### config.mk
export PLATFORM = sky130hd
export DESIGN_NAME = cap_timer16
export DESIGN_NICKNAME = d
export VERILOG_FILES = /design/src/rtl/cap_timer16.sv
export SDC_FILE = /design/constraint.sdc
export NUM_CORES = 1
export LEC_CHECK = 0
export ABC_CLOCK_PERIOD_IN_PS = 6100
export BUFFER_PORTS_ARGS = -buffer_cell sky130_fd_sc_hd__buf_2
export CORE_MARGIN = 5
export CORE_UTILIZATION = 60
export DETAILED_ROUTE_END_ITERATION = 8
export PLACE_DENSITY = 0.83
export SKIP_CTS_REPAIR_TIMING = 1
export SLEW_MARGIN = 30
export SYNTH_ARGS = -nofsm -noshare
export SYNTH_HDL_FRONTEND = slang
export SYNTH_SLANG_ARGS = --single-unit
### constraint.sdc
create_clock -name clk -period 6.1 [get_ports clk]
set_clock_uncertainty 0.15 [all_clocks]
set_input_delay 1.22 -clock clk [delete_from_list [all_inputs] [get_ports clk]]
set_output_delay 1.22 -clock clk [all_outputs]
set_load 0.1 [all_outputs]
### src/rtl/cap_timer16.sv
module cap_timer16 #(
  parameter int TICK_DIV   = 12,
  parameter int SAMPLE_DIV = 3
) (
  input  logic       clk,
  input  logic       rst_n,
  input  logic       wr_en,
  input  logic [2:0] addr,
  input  logic [7:0] wdata,
  output logic [7:0] rdata,
  input  logic       cnt_pin,
  input  logic       trig_pin,
  input  logic       rx_baud,
  input  logic       tx_baud,
  output logic       ovf_flag,
  output logic       ext_flag
);
  localparam int PW = $clog2(TICK_DIV);
  localparam int SW = $clog2(SAMPLE_DIV);
  localparam logic [15:0] TOP = 16'hFFFF;

  logic [PW-1:0] pre;
  logic [SW-1:0] smp;
  logic cnt_m, cnt_s, cnt_ev, trig_m, trig_s, trig_ev;
  logic run, src_ext, trig_en, cap_mode, updown_en;
  logic [15:0] cnt, cap, cnt_nx, cap_nx;
  logic roll;

  wire tick    = (pre == PW'(TICK_DIV - 1));
  wire smp_stb = (smp == SW'(SAMPLE_DIV - 1));
  wire wr_ctrl = wr_en && addr == 3'd0;
  wire wr_clo  = wr_en && addr == 3'd1;
  wire wr_chi  = wr_en && addr == 3'd2;
  wire wr_alo  = wr_en && addr == 3'd3;
  wire wr_ahi  = wr_en && addr == 3'd4;
  wire unused_bit = wdata[5];

  wire baud     = rx_baud | tx_baud;
  wire cap_eff  = cap_mode && !baud;
  wire dn_mode  = updown_en && !cap_mode && !baud;
  wire going_up = !dn_mode || trig_m;
  wire step     = run && (src_ext ? cnt_ev : tick);
  wire trig_act = trig_ev && trig_en && !baud && !dn_mode;
  wire at_top   = going_up ? (cnt == TOP) : (cnt == cap);

  always_ff @(posedge clk or negedge rst_n) begin
    if (!rst_n) begin
      pre <= '0;
      smp <= '0;
    end else begin
      pre <= tick ? '0 : pre + 1'b1;
      smp <= smp_stb ? '0 : smp + 1'b1;
    end
  end

  always_ff @(posedge clk or negedge rst_n) begin
    if (!rst_n) begin
      cnt_m <= 1'b1; cnt_s <= 1'b1; cnt_ev <= 1'b0;
      trig_m <= 1'b1; trig_s <= 1'b1; trig_ev <= 1'b0;
    end else begin
      cnt_m   <= cnt_pin;
      trig_m  <= trig_pin;
      cnt_ev  <= smp_stb && cnt_s && !cnt_m;
      trig_ev <= smp_stb && trig_s && !trig_m;
      if (smp_stb) begin
        cnt_s  <= cnt_m;
        trig_s <= trig_m;
      end
    end
  end

  always_comb begin
    cnt_nx = cnt;
    roll   = 1'b0;
    if (trig_act && !cap_eff) cnt_nx = cap;
    else if (step) begin
      if (at_top) begin
        roll   = 1'b1;
        cnt_nx = going_up ? (cap_eff ? 16'h0000 : cap) : TOP;
      end else begin
        cnt_nx = going_up ? cnt + 16'd1 : cnt - 16'd1;
      end
    end
    if (wr_clo) cnt_nx[7:0]  = wdata;
    if (wr_chi) cnt_nx[15:8] = wdata;
    cap_nx = cap;
    if (trig_act && cap_eff) cap_nx = cnt;
    if (wr_alo) cap_nx[7:0]  = wdata;
    if (wr_ahi) cap_nx[15:8] = wdata;
  end

  always_ff @(posedge clk or negedge rst_n) begin
    if (!rst_n) begin
      {run, src_ext, trig_en, cap_mode, updown_en} <= '0;
      ovf_flag <= 1'b0;
      ext_flag <= 1'b0;
      cnt <= '0;
      cap <= '0;
    end else begin
      if (wr_ctrl) {updown_en, cap_mode, trig_en, src_ext, run} <= wdata[4:0];
      ovf_flag <= (roll && !baud) || (ovf_flag && !(wr_ctrl && wdata[7]));
      ext_flag <= trig_act || (ext_flag && !(wr_ctrl && wdata[6]));
      cnt <= cnt_nx;
      cap <= cap_nx;
    end
  end

  always_comb begin
    case (addr)
      3'd0: rdata = {ovf_flag, ext_flag, 1'b0, updown_en, cap_mode, trig_en, src_ext, run};
      3'd1: rdata = cnt[7:0];
      3'd2: rdata = cnt[15:8];
      3'd3: rdata = cap[7:0];
      3'd4: rdata = cap[15:8];
      default: rdata = 8'h00;
    endcase
  end

  assert_hold_when_stopped_R3: assert property (@(posedge clk) disable iff (!rst_n)
    (!run && !trig_act && !wr_clo && !wr_chi) |=> $stable(cnt));

  assert_capture_value_R8: assert property (@(posedge clk) disable iff (!rst_n)
    (trig_act && cap_eff && !wr_alo && !wr_ahi) |=> (cap == $past(cnt)));

  assert_trig_off_no_flag_R10: assert property (@(posedge clk) disable iff (!rst_n)
    (!trig_en && !ext_flag) |=> !ext_flag);

  assert_no_ovf_baud_R11: assert property (@(posedge clk) disable iff (!rst_n)
    (baud && !ovf_flag) |=> !ovf_flag);

  assert_one_edge_R5: assert property (@(posedge clk) disable iff (!rst_n)
    cnt_ev |=> !cnt_ev);

  assert_capture_wrap_R6: assert property (@(posedge clk) disable iff (!rst_n)
    (step && cap_eff && !trig_act && cnt == TOP && !wr_clo && !wr_chi)
      |=> (cnt == 16'h0000 && ovf_flag));
endmodule

### Word level (Yosys, flattened, before mapping)

Index checks and enable logic that the tools add are counted.

* output and inout bits: 10
* bits in registers: 51
* logic and storage cells: 90
* bits of input ports: 18

* add/subtract/negate cells: 4
* eq/ne operators: 8
* reductions and logical operators: 39
* bitwise logic cells: 1
* mux-type cells: 19

Operators by type and width (number)
* 16-bit 2-to-1 mux: 7
* 8-bit one-hot mux with 5 select lines: 1
* 8-bit 2-to-1 mux: 4
* 1-bit logical AND: 23
* 16-bit by 1-bit adder with 16-bit output, second input constant: 1
* 16-bit equality test: 1
* 16-bit equality test, second input constant: 1
* 16-bit by 1-bit subtractor with 16-bit output, second input constant: 1
* 1-bit logical NOT: 8
* 3-bit by 2-bit equality test with 1-bit output, second input constant: 2
* 3-bit nonzero test: 2
* 1-bit 2-to-1 mux: 5
* 4-bit by 1-bit adder with 4-bit output, second input constant: 1
* 4-bit equality test, second input constant: 1
* 4-bit 2-to-1 mux: 1
* 2-bit nonzero test: 2
* 3-bit by 1-bit equality test with 1-bit output, second input constant: 1
* 3-bit equality test, second input constant: 1
* 3-bit logical NOT: 1
* 1-bit logical OR: 3
* 2-bit by 1-bit adder with 2-bit output, second input constant: 1
* 2-bit equality test, second input constant: 1
* 2-bit 2-to-1 mux: 1
* 1-bit bitwise OR: 1

### Depth between registers and ports, before layout

* word-level depth: 11
* depth in mapped cells: 16
* depth with buffers taken out: 12

### Worst setup path after synthesis

OpenSTA, ideal clock, no wires.

* path kind: input -> output
* start: in addr[1]
* end: out rdata[2]
* buffers on the path: 3
* arrival time: 3.607 ns
* stages on the path: 5
* setup slack: 1.123 ns
* data required time: 4.730 ns
* path through: clkbuf_1 > clkbuf_1 > clkbuf_1 > a31oi_1 > o22ai_1

* longest elaborated chain between the ends: 2
* elaborated cells between the ends (all ways): 6
* classes of those cells: eq/ne: 4; mux: 1; reduce/logical: 1

RTL lines
* from (decl): RTL line 8 `input logic [2:0] addr,`
* 3-bit equality test (tied with other cells): RTL line 109 `case (addr)`
* 8-bit one-hot mux with 5 select lines *: RTL line 109
* to (decl): RTL line 10 `output logic [7:0] rdata,`

Mark *: on every way between the ends. The rest lies on a longest branch, timed or not.

### Final worst setup path

* start: in addr[0]
* end: out rdata[0]

Same word-level chain as after synthesis.

==> results.md <==
- Initial antenna violation count: 0
- CP max stage cell: buf_2
- NumNets Final: 515
- Vias/cell: between 7 and 8
- Starting Density: 62.4%
- Hold Crit Class: register to register
- First-pass GRT wire length: 20800 µm
- CP required: 4730 ps
- Area Growth Syn to Fin: 5.71%
- Final count of negative-setup-slack endpoints: 0
- # IOs: 28
- Antenna Cells: 0
- Port Buffers: 27
- Crit share post-route: 69.0%
- Area leader, netlist: dfrtp_1
- Post-synth top flop: dfrtp_1
- Fmax achieved: 238 MHz
- Via count: 4174
- DP Area: around 4200 µm²
- Critical path's most frequent cell: buf_2
- Final wirelength: 13200 µm
- Critical path type: primary input to primary output
- Bufs and invs on worst path: 2
- Relative slew slack: 40.1%
- Unrepaired setup endpoints after global routing: false
- DRT antenna net count: 0
- Post-DR wirelength/cell: 23.0 µm
- Fin crit period: between 4000 and 5000 ps
- Post-synth ARST share: 100%
- Non-Filler Instances: 573
- CTS tree: yes
- Final Hold Viols: 0
- Clock Tree Buf Depth: 2
- Total global routing overflow: 0
- Most frequent cell after synthesis: nand2_1
- Post-synthesis sequential area ratio: 31.8%
- Total track usage: 31.2%
- Cells after DPL: 565
- Drt initial violations: 597
- Critical path fanouts, max: 19
- Chip height: approximately 92 µm
- Slowest cell delay on critical path: 470 ps
- Fin. max-slew vios: 0
- EDFF count, synth: 0
- Ys Warns: 0
- DRT Pass-1 Iters: 6
- Status: completed
- Leak: approximately 0.0016 µW
- Syn_nets: slightly above 500
- Maximum vdd drop: 302 µV
- Pin count of the biggest net entering global routing: 52
- Worst-Skew Late Latency: between 300 and 400 ps
- Num CTS Buffers: 5
- H-tree depth: 2
- Power Total: approximately 1600 µW
- Post-synth top cells: 52 x nand2_1, 47 x dfrtp_1, 47 x nor2_1
- Yosys cell types: 66
- Die area: roughly 8500 µm²
- Cell Pwr Density: 370 nW/µm²
- Share of cells above drive strength 1: 14.7%
- # clock sinks: 51
- Synth top area cells: dfrtp_1 29%, mux2i_1 6.0%, nand2_1 4.8%, nor2_1 4.4%, a21oi_1 4.2%
- #FFs+latches synth: slightly above 50
- Crit-path cells: buf_2 > nor2b_1 > a22oi_1 > o22ai_1 > buf_2
- Residual DRC: 0
- Tightest Pin Transition: 896 ps
- # rows: 29
- Finished Cell Area: roughly 4300 µm²
- Vias in the first global route: 3835
- Top cell type's share of synthesized area: 29.2%
- Synthesized area per cell: 8.11 µm²
- Arrival @ worst endpoint: 2840 ps
- Cell family with most CP delay: buffers and inverters
- HPWL after detailed placement: 9340 µm
- Clk root buf: clkbuf_8
- Synthesized area: slightly above 4000 µm²
- Core Area: 6460 µm²
- Clk slew on worst S/H paths: 110 ps
- Final setup TNS: 0 ps
- Critical Path End Type: primary output
- Mapped Cells: 497
- Max Cap Viol: 0
- Chip Width: ~92 µm
- Startpoint types: primary input
- Final worst slack: 1890 ps
- Setup Slack @ Placement: 1920 ps
- GP Congestion: 1.00
-- metal layers --
| layer | routed length [µm] | global-route usage [%] | share of wire, % |
|---|---|---|---|
| met5 | 0 | 0 | 0 |
| met4 | 634 | 13.1 | 4.8 |
| met3 | 1620 | 5.73 | 12 |
| met2 | 5670 | 46.9 | 43 |
| met1 | 5230 | 44.2 | 40 |
-- cells in the final DEF (no fill, tap or decap), types with 7 or more instances in the layout --
cell	count
a21oi_1	34
a22oi_1	20
a31oi_1	9
buf_2	26
buf_4	7
dfrtp_1	47
inv_1	11
mux2_2	14
mux2i_1	24
nand2_1	52
nand3_1	11
nor2_1	46
nor3_1	12
nor4_1	11
o211ai_1	9
o21ai_0	24
o22ai_1	13
or3_1	8
xnor2_1	12
xor2_1	7
-- power by group --
| part | switching [µW] | internal, µW | leakage [µW] |
|---|---|---|---|
| Combinational | 384 | 263 | 0.000949 |
| Sequential | 301 | 422 | 0.000605 |
| Clock | 125 | 84.5 | 0.0000463 |
-- cell families after synthesis --
| family | count (synthesis) | synth area share (%) |
|---|---|---|
| xor+xnor | 19 | 4.13 |
| fa+ha+maj | 2 | 0.620 |
| compound gates | 149 | 24.9 |
| mux | 38 | 9.87 |
| simple gates | 185 | 23.5 |
| flops | 51 | 31.8 |
| buf+inv | 53 | 5.24 |
-- cell type report --
class | count | area, µm²
clock buffers | 5 | 68.8
fillers | 570 | 2200
repair buffers | 33 | 183
inverters | 11 | 41.3
flip-flops and latches | 51 | 1280
clock inverters | 3 | 27.5
well taps | 77 | 96.3
multi-input cells | 393 | 2560
-- worst register-to-register path: stages (launching register included) --
cell       delay, ps
dfrtp_1          500
nor3b_2          660
nand2_1          250
buf_4            270
o2bb2ai_1        140
a22oi_1          390
nor3_2            90
buf_4            220
or4_1            490
nand3_1          100
o22a_1           130
-- registers in the layout (all words and copies together), names as in the netlist --
| name | count |
|---|---|
| trig_ev | 1 |
| pre | 4 |
| src_ext | 1 |
| trig_s | 1 |
| cap | 16 |
| trig_m | 1 |
| cnt | 16 |
| trig_en | 1 |
| cnt_ev | 1 |
| ovf_flag | 1 |
| cnt_m | 1 |
| ext_flag | 1 |
| smp | 2 |
| cap_mode | 1 |
| updown_en | 1 |
| cnt_s | 1 |
| run | 1 |
-- metrics by stage --
stage / util (%) / hold WS (ps)
after floorplan: - / 259
after global placement: 64.3 / 274
after detailed placement: 64.4 / 300
after CTS: 65.9 / 322
after global routing: 66.0 / 349
final: 66.0 / 314
-- path summary, 6_finish.rpt --
check                      cells past startpoint                  to            startpoint  slack (ps)
hold / removal                                 1    smp[0]$_DFF_PN0_      smp[0]$_DFF_PN0_         310
min in group asynchronous                      1  cnt[2]$_DFFE_PN0P_                 rst_n         770
setup reg to reg                              10  cnt[5]$_DFFE_PN0P_  cap_mode$_DFFE_PN0P_        2630
setup / recovery                               5            rdata[0]               addr[0]        1890
max in group asynchronous                      1  cnt[7]$_DFFE_PN0P_                 rst_n        4590
hold reg to reg                                1    smp[0]$_DFF_PN0_      smp[0]$_DFF_PN0_         310
Note: power is estimated with default switching activity, not from simulation.
